**config.mk**
```make
export PLATFORM = sky130hd
export DESIGN_NAME = ctx_sched
export DESIGN_NICKNAME = d
export VERILOG_FILES = /design/src/rtl/ctx_sched_pkg.sv /design/src/rtl/ctx_load_timer.sv /design/src/rtl/ctx_id_fifo.sv /design/src/rtl/ctx_sched.sv
export SDC_FILE = /design/constraint.sdc
export NUM_CORES = 1
export LEC_CHECK = 0
export ABC_AREA = 1
export ABC_CLOCK_PERIOD_IN_PS = 6000
export BUFFER_PORTS_ARGS = -buffer_cell sky130_fd_sc_hd__buf_2
export CAP_MARGIN = 20
export CORE_MARGIN = 2
export CORE_UTILIZATION = 50
export DETAILED_ROUTE_END_ITERATION = 16
export PLACE_DENSITY = 0.68
export SETUP_SLACK_MARGIN = 0.4
export SYNTH_ARGS = -nofsm -noshare
export SYNTH_HDL_FRONTEND = slang
export SYNTH_SLANG_ARGS = --single-unit
```
**constraint.sdc**
```tcl
create_clock -name clk -period 6 [get_ports clk]
set_input_delay 1.5 -clock clk [delete_from_list [all_inputs] [get_ports clk]]
set_output_delay 1.5 -clock clk [all_outputs]
set_load 0.01 [all_outputs]
```
**src/rtl/ctx_sched_pkg.sv**
```systemverilog
package ctx_sched_pkg;

  typedef enum logic [2:0] {
    FN_UNLOADED = 3'd0,
    FN_QUEUED   = 3'd1,
    FN_LOADING  = 3'd2,
    FN_READY    = 3'd3,
    FN_ACTIVE   = 3'd4
  } fn_state_e;

  // cycles to move a configuration image through the port, plus fixed overhead
  function automatic int load_cycles(int bits, int port_w, int extra);
    return (bits + port_w - 1) / port_w + extra;
  endfunction

endpackage

```
**src/rtl/ctx_load_timer.sv**
```systemverilog
module ctx_load_timer #(
  parameter int LOAD_CYC = 6
) (
  input  logic clk,
  input  logic rst,
  input  logic start,
  output logic busy,
  output logic finish
);
  localparam int CW = $clog2(LOAD_CYC + 1);

  logic [CW-1:0] cnt;

  assign finish = busy && (cnt == '0);

  always_ff @(posedge clk) begin
    if (rst) begin
      busy <= 1'b0;
      cnt  <= '0;
    end else if (start) begin
      busy <= 1'b1;
      cnt  <= CW'(LOAD_CYC - 1);
    end else if (busy) begin
      if (cnt == '0) busy <= 1'b0;
      else           cnt  <= cnt - 1'b1;
    end
  end
endmodule

```
**src/rtl/ctx_id_fifo.sv**
```systemverilog
module ctx_id_fifo #(
  parameter int DEPTH = 4,
  parameter int W     = 2
) (
  input  logic         clk,
  input  logic         rst,
  input  logic         push,
  input  logic [W-1:0] push_id,
  input  logic         pop,
  output logic [W-1:0] head,
  output logic         empty,
  output logic         full
);
  localparam int PW = (DEPTH > 1) ? $clog2(DEPTH) : 1;
  localparam int NW = $clog2(DEPTH + 1);

  logic [W-1:0]  mem [DEPTH];
  logic [PW-1:0] wr_ptr, rd_ptr;
  logic [NW-1:0] count;

  assign head  = mem[rd_ptr];
  assign empty = (count == '0);
  assign full  = (count == NW'(DEPTH));

  always_ff @(posedge clk) begin
    if (push) mem[wr_ptr] <= push_id;
  end

  always_ff @(posedge clk) begin
    if (rst) begin
      wr_ptr <= '0;
      rd_ptr <= '0;
      count  <= '0;
    end else begin
      if (push) wr_ptr <= (wr_ptr == PW'(DEPTH - 1)) ? '0 : wr_ptr + 1'b1;
      if (pop)  rd_ptr <= (rd_ptr == PW'(DEPTH - 1)) ? '0 : rd_ptr + 1'b1;
      if (push && !pop)      count <= count + 1'b1;
      else if (pop && !push) count <= count - 1'b1;
    end
  end
endmodule

```
**src/rtl/ctx_sched.sv**
```systemverilog
module ctx_sched
  import ctx_sched_pkg::*;
#(
  parameter int                  NUM_FN    = 4,
  parameter int                  OFF_W     = 4,
  parameter int                  CFG_BITS  = 64,
  parameter int                  PORT_W    = 16,
  parameter int                  EXTRA_CYC = 2,
  parameter logic [NUM_FN-1:0]   PF_TABLE  = 4'b0100
) (
  input  logic                              clk,
  input  logic                              rst,
  input  logic                              req_valid,
  input  logic [$clog2(NUM_FN)+OFF_W-1:0]   req_addr,
  output logic                              req_ready,
  input  logic                              hint_valid,
  input  logic [$clog2(NUM_FN)-1:0]         hint_fn,
  input  logic [NUM_FN-1:0]                 fn_done,
  output logic                              disp_valid,
  output logic [$clog2(NUM_FN)-1:0]         disp_fn,
  output logic [OFF_W-1:0]                  disp_off,
  output logic                              region_loading,
  output logic [3*NUM_FN-1:0]               fn_state
);
  localparam int FN_W     = $clog2(NUM_FN);
  localparam int LOAD_CYC = load_cycles(CFG_BITS, PORT_W, EXTRA_CYC);

  fn_state_e         st       [NUM_FN];
  logic [OFF_W-1:0]  pend_off [NUM_FN];
  logic [NUM_FN-1:0] pend;
  logic              hold_v;
  logic [FN_W-1:0]   hold_fn, load_fn, fifo_head, load_id, pd_fn;
  logic [OFF_W-1:0]  hold_off;
  logic              any_run, pend_disp, hold_disp, region_busy;
  logic              hold_cold, hold_start, hold_queue, hold_park, hold_clear;
  logic              pop_go, hint_go, load_go;
  logic              fifo_empty, fifo_full, tmr_busy, tmr_finish;
  fn_state_e         hold_st;

  ctx_load_timer #(.LOAD_CYC(LOAD_CYC)) timer_i (
    .clk(clk), .rst(rst), .start(load_go), .busy(tmr_busy), .finish(tmr_finish)
  );

  ctx_id_fifo #(.DEPTH(NUM_FN), .W(FN_W)) queue_i (
    .clk(clk), .rst(rst), .push(hold_queue), .push_id(hold_fn),
    .pop(pop_go), .head(fifo_head), .empty(fifo_empty), .full(fifo_full)
  );

  always_comb begin
    any_run   = 1'b0;
    pend_disp = 1'b0;
    pd_fn     = '0;
    for (int f = 0; f < NUM_FN; f++) begin
      if (st[f] == FN_ACTIVE) any_run = 1'b1;
      if (st[f] == FN_READY && pend[f]) begin
        pend_disp = 1'b1;
        pd_fn     = FN_W'(f);
      end
    end
  end

  assign hold_st     = st[hold_fn];
  assign hold_disp   = hold_v && hold_st == FN_READY && !pend[hold_fn];
  assign region_busy = any_run || tmr_busy || pend_disp || hold_disp;
  assign pop_go      = !fifo_empty && !region_busy;
  assign hold_cold   = hold_v && hold_st == FN_UNLOADED;
  assign hold_start  = hold_cold && fifo_empty && !region_busy;
  assign hold_queue  = hold_cold && !hold_start && !fifo_full;
  assign hold_park   = hold_v && (hold_st == FN_QUEUED || hold_st == FN_LOADING)
                       && !pend[hold_fn];
  assign hold_clear  = hold_disp || hold_start || hold_queue || hold_park;
  assign hint_go     = hint_valid && PF_TABLE[hint_fn] && st[hint_fn] == FN_UNLOADED
                       && !region_busy && fifo_empty && !hold_cold;
  assign load_go     = pop_go || hold_start || hint_go;
  assign load_id     = pop_go ? fifo_head : (hold_start ? hold_fn : hint_fn);

  assign req_ready      = !hold_v;
  assign region_loading = tmr_busy;

  generate
    for (genvar g = 0; g < NUM_FN; g++) begin : g_state_out
      assign fn_state[3*g +: 3] = st[g];
    end
  endgenerate

  // holding register for one incoming request
  always_ff @(posedge clk) begin
    if (rst) begin
      hold_v   <= 1'b0;
      hold_fn  <= '0;
      hold_off <= '0;
    end else if (!hold_v && req_valid) begin
      hold_v   <= 1'b1;
      hold_fn  <= req_addr[FN_W+OFF_W-1 -: FN_W];
      hold_off <= req_addr[OFF_W-1:0];
    end else if (hold_clear) begin
      hold_v <= 1'b0;
    end
  end

  // per-function life cycle and parked requests
  always_ff @(posedge clk) begin
    if (rst) begin
      for (int f = 0; f < NUM_FN; f++) begin
        st[f]       <= FN_UNLOADED;
        pend_off[f] <= '0;
      end
      pend    <= '0;
      load_fn <= '0;
    end else begin
      if (load_go) load_fn <= load_id;
      for (int f = 0; f < NUM_FN; f++) begin
        if (load_go && load_id == FN_W'(f))           st[f] <= FN_LOADING;
        else if (load_go && st[f] == FN_READY)        st[f] <= FN_UNLOADED;
        else if (tmr_finish && load_fn == FN_W'(f))   st[f] <= FN_READY;
        else if (hold_queue && hold_fn == FN_W'(f))   st[f] <= FN_QUEUED;
        else if (pend_disp && pd_fn == FN_W'(f))      st[f] <= FN_ACTIVE;
        else if (hold_disp && hold_fn == FN_W'(f))    st[f] <= FN_ACTIVE;
        else if (fn_done[f] && st[f] == FN_ACTIVE)    st[f] <= FN_READY;

        if (pend_disp && pd_fn == FN_W'(f)) begin
          pend[f] <= 1'b0;
        end else if ((hold_start || hold_queue || hold_park) && hold_fn == FN_W'(f)) begin
          pend[f]     <= 1'b1;
          pend_off[f] <= hold_off;
        end
      end
    end
  end

  // registered dispatch outputs
  always_ff @(posedge clk) begin
    if (rst) begin
      disp_valid <= 1'b0;
      disp_fn    <= '0;
      disp_off   <= '0;
    end else begin
      disp_valid <= pend_disp || hold_disp;
      if (pend_disp) begin
        disp_fn  <= pd_fn;
        disp_off <= pend_off[pd_fn];
      end else if (hold_disp) begin
        disp_fn  <= hold_fn;
        disp_off <= hold_off;
      end
    end
  end
endmodule

```
==> reports/qor.csv <==
stage;metric;value;unit
status;status;complete, no violations;
power;Reg power frac;0.420;
layout;Area Overhead vs Synth;11.2;%
power;Sw Ratio;0.396;
clocking;# resized after CTS;0;
global_routing;first-pass GRT wire length;15600;µm
clocking;clk root buf;clkbuf_8;
route;residual DRC count;0;
placed_design;Placed Cells incl. Taps;629;
timing;Tmin final;3.46;ns
yosys;Yosys cell types;42;
global_routing;total grt overflow;0;
clocking;CTS Hold Bufs;0;
timing;Peak Freq;0.289;GHz
route;Vias/cell;5.42;
yosys;Yosys reg bits;71;
placed_design;gpl congestion;0.901;
power;Max VDD drop;0.206;mV
yosys;sequential share of the synthesized area;0.455;
route;Iteration-0 DRC Markers;268;
route;1st-pass router iterations;5;
die;Die Area;8550;µm²
layout;Non-Filler Instances;645;
die;row count;32;
route;final wirelength;9480;µm
clocking;TritonCTS clock tree;done;
clocking;CTS Buffer Depth;2;
placed_design;detailed placement HPWL;7140;µm
yosys;EDFF count, synth;36;
yosys;main flop type after synthesis;edfxtp_1;
route;Via Count;3495;
global_routing;GRT Total Usage;0.236;
job;number of max-cap violations;0;
timing;slew margin rel.;0.351;
placed_design;post-place setup slack;2.16;ns
timing;worst slew pin tran;0.967;ns
clocking;TritonCTS buffer count;9;
global_routing;initial antenna violation count;0;
placed_design;I/O Buffers;36;
critical_path;Critical Path Source Type;primary input;
global_routing;largest net degree at the start of global routing;38;
power;Cell Pwr Density;372;nW/µm²
route;antenna-violating nets left;0;
die;Top Ports;37;
hold_path;Hold WC Path Type;reg2reg;
die;die width;92.5;µm
route;Routed WL per cell;14.7;µm
timing;max-slew violations;0;
die;CORE AREA;7650;µm²
yosys;Ys Warns;0;
power;logic gate share of total power;0.342;
clocking;post-CTS setup buffer count;0;
timing;count of final setup violators;0;
timing;final worst setup slack;2.54;ns
clocking;Clock Latency Late Sink;0.35;ns
critical_path;Data required, critical path;6.06;ns
critical_path;critical path data arrival time;3.52;ns
yosys;Avg Inst Size Synth;7.81;µm²
global_routing;vias in the first global route;3172;
clocking;clock-pin slew on the worst setup and hold paths;0.08;ns
critical_path;Critical Path End Type;flop;
power;Clock power frac;0.238;
critical_path;worst-path fanout max;37;
timing;setup TNS;0;ns
layout;n_diodes;0;
power;P_leak;1.94;nW
die;DIE HEIGHT;92.5;µm
power;Psw;0.000642;W
yosys;Synth async-reset ratio;0;
clocking;CTS sink cnt;71;
timing;skew final;0.00969;ns
yosys;Net Count, Synth;526;
power;Power Internal;0.000979;W
layout;share of cells above drive strength 1;0.168;
layout;Final nets;563;
yosys;Gate Count Post-Synth;501;
yosys;post-synthesis instance area;3910;µm²
timing;RSZ-0062 raised after global routing;false;
critical_path;Crit Path Class;in2reg;
die;Initial Util;0.512;
timing;Period Utilization, post-route;0.577;
timing;final hold vios;0;
clocking;H-tree depth;3;
-- through the flow --
stage               power, W  area [µm²]   util  hold slack [ns]
floorplan            0.00110        3910      -            0.461
CTS                  0.00162        4350  0.569            0.493
global placement     0.00123        4160  0.543            0.479
finish               0.00162        4350  0.569            0.488
detailed placement   0.00124        4160  0.543            0.482
global route         0.00173        4350  0.569            0.519
-- cell usage in the layout, fill, tap and decap left out, types with 3 or more instances in the layout --
cell type	count
nand2_1	89
nor2_1	79
inv_1	61
nand3_1	55
buf_2	36
edfxtp_1	36
dfxtp_1	35
o21ai_0	28
a21oi_1	21
inv_2	13
nand4_1	10
clkbuf_8	10
ha_1	8
nand2_2	6
nor3_1	6
a31oi_1	5
nand2_4	4
o22ai_1	4
nor2_4	3
nor3_2	3
-- flip-flops by register name, summed over array words and instances, names as in the netlist, named ones only --
register,cells
queue_i.rd_ptr,2
pend,4
queue_i.wr_ptr,2
hold_v,1
disp_off,4
queue_i.mem,8
load_fn,2
pend_off,16
disp_fn,2
hold_off,4
hold_fn,2
timer_i.busy,1
queue_i.count,3
timer_i.cnt,3
disp_valid,1
st,12
-- path summary, 6_finish.rpt --
kind | from | endpoint | slack, ns | depth (start not counted)
max | rst | st[2][0] | 2.54 | 6
max reg2reg | hold_fn[1] | queue_i.count[2] | 2.86 | 18
min | disp_fn[1] | disp_fn[1] | 0.49 | 2
min reg2reg | disp_fn[1] | disp_fn[1] | 0.49 | 2
-- power by group through the flow --
stage                     Clock, W  Sequential (W)  Combinational (W)
after floorplan                  0        0.000676           0.000424
after global placement           0        0.000686           0.000542
after detailed placement         0        0.000688           0.000552
after CTS                 0.000390        0.000678           0.000554
after global routing      0.000406        0.000691           0.000628
final                     0.000386        0.000680           0.000555
-- kinds of logic after synthesis --
kind of cell / count (synthesis) / synth area share
xor gates and xnor gates: 2 / 0.00448
adders and majority gates: 9 / 0.0307
buffers and inverters: 86 / 0.0911
AOI/OAI and AO/OA: 69 / 0.100
DFF: 71 / 0.455
and+or+nand+nor: 264 / 0.318
-- final cells by class --
class / count / area, µm²
Timing Repair Buffer: 36 / 180
Inverter: 76 / 290
Tap cell: 102 / 128
Clock buffer: 10 / 138
Fill cell: 729 / 3290
Clock inverter: 6 / 60.1
Sequential cell: 71 / 1780
Multi-Input combinational cell: 344 / 1780
-- critical path, stage by stage --
cell and delay, ns:
buf_2 0.40, clkinv_1 0.92, nand2_1 0.29, nand3_1 0.10, nand3_1 0.13, nand4_1 0.18
-- synthesized netlist by cell type, types with 5 or more instances --
| library cell | instances | area, µm² |
|---|---|---|
| nand2_2 | 6 | 37.5 |
| a31oi_1 | 5 | 31.3 |
| a21oi_1 | 21 | 105 |
| inv_2 | 13 | 48.8 |
| o21ai_0 | 28 | 140 |
| dfxtp_1 | 35 | 701 |
| clkbuf_1 | 5 | 18.8 |
| nor3_1 | 6 | 30.0 |
| ha_1 | 8 | 100 |
| nand4_1 | 10 | 62.6 |
| nand3_1 | 55 | 275 |
| nand2_1 | 89 | 334 |
| nor2_1 | 79 | 297 |
| edfxtp_1 | 36 | 1080 |
| inv_1 | 61 | 229 |
-- routing by layer --
metal / GRT usage / share of wire
met1: 0.346 / 0.47
met2: 0.351 / 0.44
met3: 0.0366 / 0.076
met4: 0.0933 / 0.021
met5: 0 / 0
Power figures use the tool's default switching activity.
